===== src/rtl/gdl_pkg.sv =====
package gdl_pkg;
  typedef enum logic [2:0] {
    PH_IDLE,
    PH_START,
    PH_MARK,
    PH_GAP,
    PH_HOLD
  } phase_t;

  typedef struct packed {
    logic load;
    logic shift;
  } dpStrobe_t;
endpackage


===== src/rtl/gdl_frame.sv =====
module gdl_frame
  import gdl_pkg::*;
#(
  parameter int DATA_W = 32,
  parameter int PWD_W  = 32,
  parameter int BLK_W  = 3
) (
  input  logic              clk,
  input  logic              rstN,
  input  dpStrobe_t         strb,
  input  logic [1:0]        cmdKind,
  input  logic [DATA_W-1:0] dataWord,
  input  logic [PWD_W-1:0]  pwdWord,
  input  logic              pwdEn,
  input  logic [BLK_W-1:0]  blkIdx,
  output logic              curBit,
  output logic              frameEmpty,
  output logic              isWrite
);
  localparam int FRAME_W = 3 + PWD_W + DATA_W + BLK_W;
  localparam int LEN_W   = $clog2(FRAME_W + 1);

  logic [FRAME_W-1:0] frameNx, shiftReg;
  logic [LEN_W-1:0]   lenNx, remain;
  logic               isWriteQ;

  // Frames are left-justified so that the bit on air is always the MSB.
  always_comb begin
    frameNx = '0;
    lenNx   = '0;
    if (cmdKind[1]) begin
      frameNx = {2'b11, {(FRAME_W-2){1'b0}}};
      lenNx   = LEN_W'(2);
    end else if (cmdKind[0]) begin
      if (pwdEn) begin
        frameNx = {2'b10, pwdWord, 1'b0, blkIdx, {DATA_W{1'b0}}};
        lenNx   = LEN_W'(3 + PWD_W + BLK_W);
      end else begin
        frameNx = {2'b10, 1'b0, blkIdx, {(PWD_W+DATA_W){1'b0}}};
        lenNx   = LEN_W'(3 + BLK_W);
      end
    end else begin
      if (pwdEn) begin
        frameNx = {2'b10, pwdWord, 1'b0, dataWord, blkIdx};
        lenNx   = LEN_W'(FRAME_W);
      end else begin
        frameNx = {2'b10, 1'b0, dataWord, blkIdx, {PWD_W{1'b0}}};
        lenNx   = LEN_W'(3 + DATA_W + BLK_W);
      end
    end
  end

  always_ff @(posedge clk) begin
    if (!rstN) begin
      shiftReg <= '0;
      remain   <= '0;
      isWriteQ <= 1'b0;
    end else if (strb.load) begin
      shiftReg <= frameNx;
      remain   <= lenNx;
      isWriteQ <= (cmdKind == 2'b00);
    end else if (strb.shift) begin
      shiftReg <= {shiftReg[FRAME_W-2:0], 1'b0};
      remain   <= remain - 1'b1;
    end
  end

  assign curBit     = shiftReg[FRAME_W-1];
  assign frameEmpty = (remain == '0);
  assign isWrite    = isWriteQ;

  // a mark is only ever closed while a bit is still pending
  a_r3_shift_has_bits: assert property (@(posedge clk) disable iff (!rstN)
    strb.shift |-> !frameEmpty);

  // loading and shifting never coincide
  a_r11_load_vs_shift: assert property (@(posedge clk) disable iff (!rstN)
    !(strb.load && strb.shift));

  // a freshly loaded frame is never empty
  a_r6_load_nonempty: assert property (@(posedge clk) disable iff (!rstN)
    strb.load |=> !frameEmpty);
endmodule


===== src/rtl/gdl_seq.sv =====
module gdl_seq
  import gdl_pkg::*;
#(
  parameter int START_TICKS = 50,
  parameter int GAP_TICKS   = 20,
  parameter int ZERO_TICKS  = 16,
  parameter int ONE_TICKS   = 50,
  parameter int HOLD_TICKS  = 2500
) (
  input  logic      clk,
  input  logic      rstN,
  input  logic      tick,
  input  logic      start,
  input  logic      curBit,
  input  logic      frameEmpty,
  input  logic      isWrite,
  output dpStrobe_t strb,
  output logic      fieldOn,
  output logic      busy,
  output logic      done
);
  function automatic int maxOf(int a, int b);
    return (a > b) ? a : b;
  endfunction

  localparam int MAX_T = maxOf(maxOf(maxOf(START_TICKS, GAP_TICKS),
                                     maxOf(ZERO_TICKS, ONE_TICKS)), HOLD_TICKS);
  localparam int TIM_W = $clog2(MAX_T + 1);

  phase_t            phase, phaseNx;
  logic [TIM_W-1:0]  timer, timerNx;
  logic              fieldNx, doneNx, expire;

  function automatic logic [TIM_W-1:0] markLoad(logic b);
    return b ? TIM_W'(ONE_TICKS - 1) : TIM_W'(ZERO_TICKS - 1);
  endfunction

  assign expire = tick && (timer == '0);

  always_comb begin
    phaseNx = phase;
    timerNx = timer;
    fieldNx = fieldOn;
    doneNx  = 1'b0;
    strb    = '0;
    if (phase != PH_IDLE && tick && timer != '0) timerNx = timer - 1'b1;
    case (phase)
      PH_IDLE: if (start) begin
        strb.load = 1'b1;
        phaseNx   = PH_START;
        timerNx   = TIM_W'(START_TICKS - 1);
        fieldNx   = 1'b0;
      end
      PH_START: if (expire) begin
        phaseNx = PH_MARK;
        timerNx = markLoad(curBit);
        fieldNx = 1'b1;
      end
      PH_MARK: if (expire) begin
        phaseNx    = PH_GAP;
        timerNx    = TIM_W'(GAP_TICKS - 1);
        fieldNx    = 1'b0;
        strb.shift = 1'b1;
      end
      PH_GAP: if (expire) begin
        fieldNx = 1'b1;
        if (!frameEmpty) begin
          phaseNx = PH_MARK;
          timerNx = markLoad(curBit);
        end else if (isWrite) begin
          phaseNx = PH_HOLD;
          timerNx = TIM_W'(HOLD_TICKS - 1);
        end else begin
          phaseNx = PH_IDLE;
          doneNx  = 1'b1;
        end
      end
      PH_HOLD: if (expire) begin
        phaseNx = PH_IDLE;
        fieldNx = 1'b0;
        doneNx  = 1'b1;
      end
      default: phaseNx = PH_IDLE;
    endcase
  end

  always_ff @(posedge clk) begin
    if (!rstN) begin
      phase   <= PH_IDLE;
      timer   <= '0;
      fieldOn <= 1'b0;
      done    <= 1'b0;
    end else begin
      phase   <= phaseNx;
      timer   <= timerNx;
      fieldOn <= fieldNx;
      done    <= doneNx;
    end
  end

  assign busy = (phase != PH_IDLE);

  // an accepted start opens the start gap with the field off
  a_r2_start_gap_off: assert property (@(posedge clk) disable iff (!rstN)
    (!busy && start) |=> (busy && !fieldOn));

  // no reload while a frame is running
  a_r11_start_ignored: assert property (@(posedge clk) disable iff (!rstN)
    busy |-> !strb.load);

  // done never overlaps busy
  a_r12_done_not_busy: assert property (@(posedge clk) disable iff (!rstN)
    done |-> !busy);

  // done only follows a running frame
  a_r12_done_after_frame: assert property (@(posedge clk) disable iff (!rstN)
    done |-> $past(busy));

  // no tick, no progress
  a_r13_hold_without_tick: assert property (@(posedge clk) disable iff (!rstN)
    (busy && !tick) |=> ($stable(fieldOn) && $stable(phase) && $stable(timer)));

  // write frames end with the field off
  a_r9_write_ends_off: assert property (@(posedge clk) disable iff (!rstN)
    (done && $past(phase == PH_HOLD)) |-> !fieldOn);

  // read and trace frames end with the field on
  a_r10_read_ends_on: assert property (@(posedge clk) disable iff (!rstN)
    (done && $past(phase == PH_GAP)) |-> fieldOn);
endmodule


===== src/rtl/gap_downlink_enc.sv =====
module gap_downlink_enc
  import gdl_pkg::*;
#(
  parameter int START_TICKS = 50,
  parameter int GAP_TICKS   = 20,
  parameter int ZERO_TICKS  = 16,
  parameter int ONE_TICKS   = 50,
  parameter int HOLD_TICKS  = 2500,
  parameter int DATA_W      = 32,
  parameter int PWD_W       = 32,
  parameter int BLK_W       = 3
) (
  input  logic              clk,
  input  logic              rstN,
  input  logic              tick,
  input  logic              start,
  input  logic [1:0]        cmdKind,
  input  logic [DATA_W-1:0] dataWord,
  input  logic [PWD_W-1:0]  pwdWord,
  input  logic              pwdEn,
  input  logic [BLK_W-1:0]  blkIdx,
  output logic              fieldOn,
  output logic              busy,
  output logic              done
);
  dpStrobe_t strb;
  logic      curBit, frameEmpty, isWrite;

  gdl_seq #(
    .START_TICKS(START_TICKS), .GAP_TICKS(GAP_TICKS), .ZERO_TICKS(ZERO_TICKS),
    .ONE_TICKS(ONE_TICKS), .HOLD_TICKS(HOLD_TICKS)
  ) i_seq (
    .clk(clk), .rstN(rstN), .tick(tick), .start(start), .curBit(curBit),
    .frameEmpty(frameEmpty), .isWrite(isWrite), .strb(strb),
    .fieldOn(fieldOn), .busy(busy), .done(done)
  );

  gdl_frame #(
    .DATA_W(DATA_W), .PWD_W(PWD_W), .BLK_W(BLK_W)
  ) i_frame (
    .clk(clk), .rstN(rstN), .strb(strb), .cmdKind(cmdKind), .dataWord(dataWord),
    .pwdWord(pwdWord), .pwdEn(pwdEn), .blkIdx(blkIdx), .curBit(curBit),
    .frameEmpty(frameEmpty), .isWrite(isWrite)
  );
endmodule


===== config.mk =====
export PLATFORM = sky130hd
export DESIGN_NAME = gap_downlink_enc
export DESIGN_NICKNAME = d
export VERILOG_FILES = /design/src/rtl/gdl_pkg.sv /design/src/rtl/gdl_frame.sv /design/src/rtl/gdl_seq.sv /design/src/rtl/gap_downlink_enc.sv
export SDC_FILE = /design/constraint.sdc
export NUM_CORES = 1
export LEC_CHECK = 0
export ABC_AREA = 1
export BUFFER_PORTS_ARGS = -buffer_cell sky130_fd_sc_hd__buf_2
export CAP_MARGIN = 30
export CELL_PAD_IN_SITES_DETAIL_PLACEMENT = 0
export CELL_PAD_IN_SITES_GLOBAL_PLACEMENT = 1
export CORE_ASPECT_RATIO = 1.2
export CORE_MARGIN = 2
export CORE_UTILIZATION = 40
export CTS_BUF_LIST = sky130_fd_sc_hd__clkbuf_4 sky130_fd_sc_hd__clkbuf_8 sky130_fd_sc_hd__clkbuf_16
export CTS_CLUSTER_DIAMETER = 40
export DETAILED_ROUTE_END_ITERATION = 10
export PLACE_DENSITY = 0.78
export SLEW_MARGIN = 20
export SYNTH_ARGS = -nofsm -noshare
export SYNTH_HDL_FRONTEND = slang
export SYNTH_SLANG_ARGS = --single-unit

===== constraint.sdc =====
create_clock -name clk -period 3.3 [get_ports clk]
set_clock_uncertainty 0.05 [all_clocks]
set_input_delay 0.495 -clock clk [delete_from_list [all_inputs] [get_ports clk]]
set_output_delay 0.495 -clock clk [all_outputs]
set_load 0.02 [all_outputs]

==> results.cfg, run 1 <==
[clocking]
cts_made_buffers = 9
cts_tree = yes
clock-sinks = 95
ctsHoldBuffers = 0
clock-root-buffer = clkbuf_16
cts_setup_buffers = 0
clock_path_buffers = 2
clkTransAtPathRegs_ns = 0.06
cts_resized = 0
clk_latency_ns = 0.35
cts_max_level = 3

[critical_path]
critPathKind = reg2reg
cp_data_arrival_time_ns = 2.64
crit_required_ns = 3.48
end_kind = register
crit_fanout = 90
setup.worst_path.start_class = register
critical_path.cell_chain = inv_1, ha_1, inv_1, nor2_1, nand2_1, nor2_4, nand3_4, inv_2, nand2_4, nand2_4, buf_12, o211ai_1, o21ai_1, nor2_1
cpPeakStageDelay_ns = 0.36
crit_slowest_cell = buf_12

[final_layout]
n_fill_cell = 1411
final_cell_count_no_fill = 986
nets = 895
area.growth.synth_to_final_pct = 14.2
antenna_cells = 0
drive_gt1_share_pct = 14.1

[logic_synthesis]
syn-instance-count = 774
syn_nets = 852
ys_ff_latch = 95
synth.area.top_cells = dfxtp_1 (36%), nand2_1 (16%), a21oi_1 (5.5%)
yosysTopAreaCellShare_pct = 36.3
ys_types = 35
yosysWarnings = 0
syn_area_um2 = 5230
synth_top_cell_by_area = dfxtp_1
ys_seq_area_share_pct = 36.3
postSynthAreaPerCell_um2 = 6.76

[die]
core_um2 = 12700
io_pins = 77
fp-row-count = 45
dieWidth_um = 108
die_h_um = 129
dieArea_um2 = 14000
start_util_pct = 41.1

[run_status]
status = completed

[run]
maxCapViolCount = 0

[grt]
overflow = 0
grt_pass1_wl_um = 23300
grt.total_usage_pct = 20.8
antenna_found_initial = 1
grt_pass1_vias = 4931
grt_start_max_net_pins = 91

[min_path]
hold_class = reg2reg

[sta]
fin_crit_ns = 2.47
finalHoldViolations = 0
layout_setup_ws_ns = 0.834
setup_viol = 0
max_freq_mhz = 406
rsz0062_at_grt = no
hold_ws_ns = 0.409
timing.final.crit_share_pct = 74.7
worstMarginPinSlew_ns = 0.729
slew-limit-headroom_pct = 51.2
slew_viol_final = 0
tns_ns = 0

[place]
io_buffers = 76
placed_cells = 970
hpwlAfterDp_um = 9260
place.gp.congestion = 0.837
dp_slack_ns = 0.835

[drt]
num_vias = 5221
drt-initial-drc-count = 305
wire_per_inst_um = 14.2
drt_drc_violations_left = 0
first_pass_iters = 5
routed_wl_um = 14000
viasPerCell = 5.30
detail-route-antenna-nets = 0

[power_and_ir_drop]
p_leak_nw = 2.48
ir_drop_mv = 0.395
p_total_mw = 4.98
power_density_nw_per_um2 = 833
-- logic make-up after synthesis --
family | after synthesis | synth area share, %
DFF | 95 | 36.3
xor gates and xnor gates | 10 | 1.67
and+or+nand+nor | 351 | 28.4
buffers and inverters | 100 | 8.61
AOI/OAI and AO/OA | 214 | 24.0
adders and majority gates | 4 | 0.956
-- cells in the mapped netlist --
master	n
inv_1	45
and3_1	2
nand2_1	229
ha_1	4
nand4_1	6
nor4_1	1
buf_6	6
nor2_8	2
nor2_2	1
o2111ai_1	1
nor2_4	3
buf_2	18
buf_4	2
a22oi_1	31
o21ai_0	30
clkinv_1	1
inv_2	5
nand2_2	3
o221ai_1	2
dfxtp_1	95
a31oi_1	3
nand3_1	31
o211ai_1	29
a211oi_1	2
o22ai_1	1
o211a_1	2
nor3_1	7
nor2_1	62
nand2_4	3
xor2_1	10
clkbuf_1	23
o21a_1	1
o21ai_1	55
nand3_4	1
a21oi_1	57
-- sequential cells by signal, summed over array words and instances (netlist names) --
| signal | count |
|---|---|
| i_seq.phase | 3 |
| i_seq.timer | 12 |
| i_frame.isWrite | 1 |
| i_seq.fieldOn | 1 |
| i_frame.shiftReg | 70 |
| i_seq.done | 1 |
| i_frame.remain | 7 |
-- power breakdown --
part           switching, mW  leakage [nW]  total [mW]  internal (mW)
clock                  0.437         0.167        1.16          0.721
combinational           1.46          1.54        2.18          0.724
sequential             0.194         0.776        1.63           1.44
total                   2.09          2.48        4.98           2.89
-- worst max-delay path, delay by kind of cell, from the launching register on --
kind | cells | cell delay, ns
DFF | 1 | 0.31
and+or+nand+nor | 7 | 0.80
buffers and inverters | 4 | 0.68
AOI/OAI and AO/OA | 2 | 0.28
adders and majority gates | 1 | 0.19
-- per-stage QoR --
stage	cell area [um2]	util, %
5_1_grt	5980	47.0
3_5_place_dp	5640	44.3
4_1_cts	5980	47.0
2_1_floorplan	5230	-
3_3_place_gp	5620	44.1
6_report	5980	47.0
-- worst paths after layout --
kind | from | to | slack, ns | cells past startpoint
max | i_seq.timer[0]$_SDFF_PN0_ | i_frame.shiftReg[47]$_SDFFE_PN0P_ | 0.83 | 14
min reg2reg | i_frame.shiftReg[10]$_SDFFE_PN0P_ | i_frame.shiftReg[10]$_SDFFE_PN0P_ | 0.41 | 2
min | i_frame.shiftReg[10]$_SDFFE_PN0P_ | i_frame.shiftReg[10]$_SDFFE_PN0P_ | 0.41 | 2
max reg2reg | i_seq.timer[0]$_SDFF_PN0_ | i_frame.shiftReg[47]$_SDFFE_PN0P_ | 0.83 | 14
-- area by class of cell --
class,count,area (um2),area share [%]
repair buffers,81,463,7.75
flip-flops and latches,95,1900,31.8
multi-input cells,579,2880,48.2
well taps,164,205,3.43
inverters,51,191,3.20
clock buffers,13,268,4.48
clock inverters,3,65.1,1.09
-- placed cells by master (no fill, tap or decap), drive strengths merged, types with 3 or more instances in the layout --
| master | Yosys | layout |
|---|---|---|
| clkbuf | 23 | 13 |
| buf | 26 | 81 |
| a22oi | 31 | 31 |
| nand3 | 32 | 32 |
| inv | 50 | 50 |
| dfxtp | 95 | 95 |
| a21oi | 57 | 57 |
| a31oi | 3 | 3 |
| ha | 4 | 4 |
| nand4 | 6 | 6 |
| nand2 | 235 | 235 |
| o211ai | 29 | 29 |
| o21ai | 85 | 85 |
| nor3 | 7 | 7 |
| xor2 | 10 | 10 |
| nor2 | 68 | 68 |
-- layer usage --
metal,wire length [um],part of all wire (%),track usage [%]
met2,6900,49,35.8
met4,320,2.3,9.28
met1,6220,44,25.8
met5,0,0,0
met3,583,4.2,3.07
Note: power is estimated with default switching activity, not from simulation.
==> run 2, diff against run 1 <==
- ABC_AREA: 1 -> 0
- CORE_UTILIZATION: 40 -> 39
- PLACE_DENSITY: 0.78 -> 0.75
- clock period: 3.3 -> 2.2 ns (I/O delays scaled with it)
==> run 2 against run 1 <==
First-iteration DRC count rose by 24%. Worst setup slack got worse by 0.68 ns. Clock power rose by 25%. Core utilization rose by 2.4 points. Hold slack got worse by 0.18 ns. Sequential power rose by 24%. Sequential cell count did not move. Routed wire length fell by 10%. Critical path type unchanged.
==> results.cfg, run 2 <==
[critical_path]
crit_required_ns = 2.42
crit_slowest_cell = or4b_4
critical_path_buf_inv_count = 1
cpPeakStageDelay_ns = 0.61
crit-reg2reg-capture = i_frame.shiftReg[11]$_SDFFE_PN0P_
cp_data_arrival_time_ns = 2.26
r2r-start = i_seq.phase[2]$_SDFFE_PN0P_
crit_fanout = 32
critical_path.cell_chain = or4b_4, nor3b_4, and2_2, buf_12, a221oi_1, nor3_1
r2r_cells = 6
end_kind = register
cpLargestDelayFamily = simple AND/OR/NAND/NOR gates
critPathKind = reg2reg
setup.worst_path.start_class = register
regToRegSetupSlack_ns = 0.15

[drt]
detail-route-antenna-nets = 0
viasPerCell = 5.71
first_pass_iters = 8
drt_drc_violations_left = 0
drt-initial-drc-count = 379
wire_per_inst_um = 16.2
num_vias = 4433
routed_wl_um = 12600

[power_and_ir_drop]
p_leak_nw = 2.29
p_total_mw = 4.70
ir_drop_mv = 0.456
power_density_nw_per_um2 = 783

[logic_synthesis]
yosysWarnings = 0
ys_seq_area_share_pct = 38.8
synth.area.top_cells = dfxtp_1 (39%), a221oi_2 (7.6%), nor2_1 (5.7%)
synthTopCellsByCount = dfxtp_1 (95), nor2_1 (75), a211oi_1 (28), a222oi_1 (28), nand2_1 (28)
synth-edff-count = 0
yosysMostFrequentCell = dfxtp_1
ys_async_sr_fraction_pct = 0
syn_nets = 614
ys.flop_type = dfxtp_1
syn-instance-count = 536
ys_types = 51
syn_area_um2 = 4910
ys_ff_latch = 95
synth_top_cell_by_area = dfxtp_1
yosysTopAreaCellShare_pct = 38.8
postSynthAreaPerCell_um2 = 9.16

[sta]
setup_viol = 0
slew_viol_final = 0
timing.final.crit_share_pct = 93.1
rsz0062_at_grt = no
fin_crit_ns = 2.05
max_freq_mhz = 488
worstMarginPinSlew_ns = 0.623
slew-limit-headroom_pct = 58.5
finalHoldViolations = 0

[final_layout]
regArea_um2 = 1900
multi_input_area_um2 = 2780
final_area_um2 = 6000
reg.largest.list = i_frame.shiftReg (70), i_seq.timer (12), i_frame.remain (7)
largest_register_ffs = 70
largest_register = i_frame.shiftReg
final_cell_mix = dfxtp_1 (95), buf_2 (76), nor2_1 (74)
antenna_cells = 0
n_fill_cell = 1181
area.growth.synth_to_final_pct = 22.3
nets = 689
final_common_cell = dfxtp_1
drive_gt1_share_pct = 32.7

[grt]
grt.total_usage_pct = 19.1
grtUsageMet1_pct = 24.2
antenna_found_initial = 0
grt_pass1_vias = 4306
grt_start_max_net_pins = 50
grt-busiest-layer = met2
grt.met2_usage_pct = 33.0
use_met3_pct = 3.65
grt_pass1_wl_um = 21200
overflow = 0

[clocking]
ctsHoldBuffers = 0
clock-root-buffer = clkbuf_16
clk_latency_ns = 0.34
clock_path_buffers = 2
cts_max_level = 3
cts_made_buffers = 9
clock-sinks = 95
clkTransAtPathRegs_ns = 0.07
cts_tree = yes

[die]
dieArea_um2 = 13500
die_h_um = 127
core_um2 = 12200
fp-row-count = 44
dieWidth_um = 106
start_util_pct = 40.3
io_pins = 77

[min_path]
whs_endpoint = i_frame.shiftReg[0]$_SDFFE_PN0P_
hp-start = blkIdx[0]
whs_path_depth = 3
hold_class = in2reg

[place]
io_buffers = 76
hpwlAfterDp_um = 8500
place.gp.congestion = 0.826
post_dp_cell_area_um2 = 5650

[run]
maxCapViolCount = 0

[run_status]
status = completed
-- run 2: cell types whose count changed after synthesis, sizes merged, moves of 22 or more --
cell	change
a211oi	+26
nand2	-207
a22oi	-27
o21ai	-70
a221oi	+33
inv	-40
a21oi	-31
o211ai	-29
nand3	-22
a222oi	+28
nor3	+35
-- run 2: per-layer routing --
metal  vias up  wire, um
met2        99      6190
met1      2112      5670
met4         0       168
met3        12       552
met5         -         0
li1       2210         -
-- run 2: cells by family (layout without fill, tap and decap cells) --
kind of cell / Yosys count / after routing / share of synthesized area, %
AO/OA/AOI/OAI: 158 / 158 / 27.5
XOR/XNOR: 11 / 11 / 1.96
adder cells (fa/ha/maj): 4 / 4 / 1.02
buffers and inverters: 62 / 141 / 6.20
flip-flops: 95 / 95 / 38.8
multiplexers: 9 / 9 / 1.84
AND/OR/NAND/NOR: 197 / 197 / 22.7
-- run 2: worst max-delay path by stage --
stage          cells past startpoint  slack, ns                           endpoint                           start
5_1_grt                           10      0.008  i_frame.shiftReg[66]$_SDFFE_PN0P_       i_seq.timer[0]$_SDFF_PN0_
2_1_floorplan                     10       0.05  i_frame.shiftReg[35]$_SDFFE_PN0P_       i_seq.timer[0]$_SDFF_PN0_
6_report                           6       0.15  i_frame.shiftReg[11]$_SDFFE_PN0P_     i_seq.phase[2]$_SDFFE_PN0P_
3_3_place_gp                       8      -0.01          i_seq.timer[1]$_SDFF_PN0_       i_seq.timer[0]$_SDFF_PN0_
3_5_place_dp                       9      -0.09  i_frame.shiftReg[66]$_SDFFE_PN0P_       i_seq.timer[0]$_SDFF_PN0_
4_1_cts                            7       0.02          i_seq.timer[8]$_SDFF_PN0_  i_frame.remain[0]$_SDFFE_PN0P_
-- run 2: where the power goes --
part | leakage, nW | switching (mW) | internal, mW
clock network | 0.132 | 0.670 | 0.775
logic | 1.38 | 0.673 | 0.561
registers | 0.782 | 0.120 | 1.90
total | 2.29 | 1.46 | 3.24
-- run 2: layout make-up --
cell class	instances	share of cell area, %
clock inverter	5	0.584
inverter	10	0.625
clock buffer	10	3.88
sequential	95	31.7
tap	161	3.36
multi-input combinational	379	46.4
timing repair buffer	116	13.5
-- run 2: worst reg2reg max path: stages (launching register included) --
cell,delay (ns)
dfxtp_1,0.32
or4b_4,0.61
nor3b_4,0.29
and2_2,0.21
buf_12,0.22
a221oi_1,0.13
nor3_1,0.15
-- run 2: metrics by stage --
stage | hold WS, ns | utilization [%] | setup WS, ns | instances | TNS, ns
final | 0.226 | 49.3 | 0.151 | 776 | 0
after global routing | 0.235 | 49.3 | 0.00804 | 776 | 0
after CTS | 0.215 | 48.8 | 0.0162 | 774 | 0
after detailed placement | 0.414 | 46.4 | -0.0939 | 759 | -0.780
after global placement | 0.401 | 46.4 | -0.0144 | 759 | -0.0144
after floorplan | 0.395 | - | 0.0466 | 536 | 0
-- run 2: timing repair --
action | 4_1_cts | 5_1_grt
resized for setup | 2 | 9
endpoints found under the setup margin | 43 | 72
cloned | 0 | 0
pin swaps | 0 | 2
setup buffers | 0 | 2
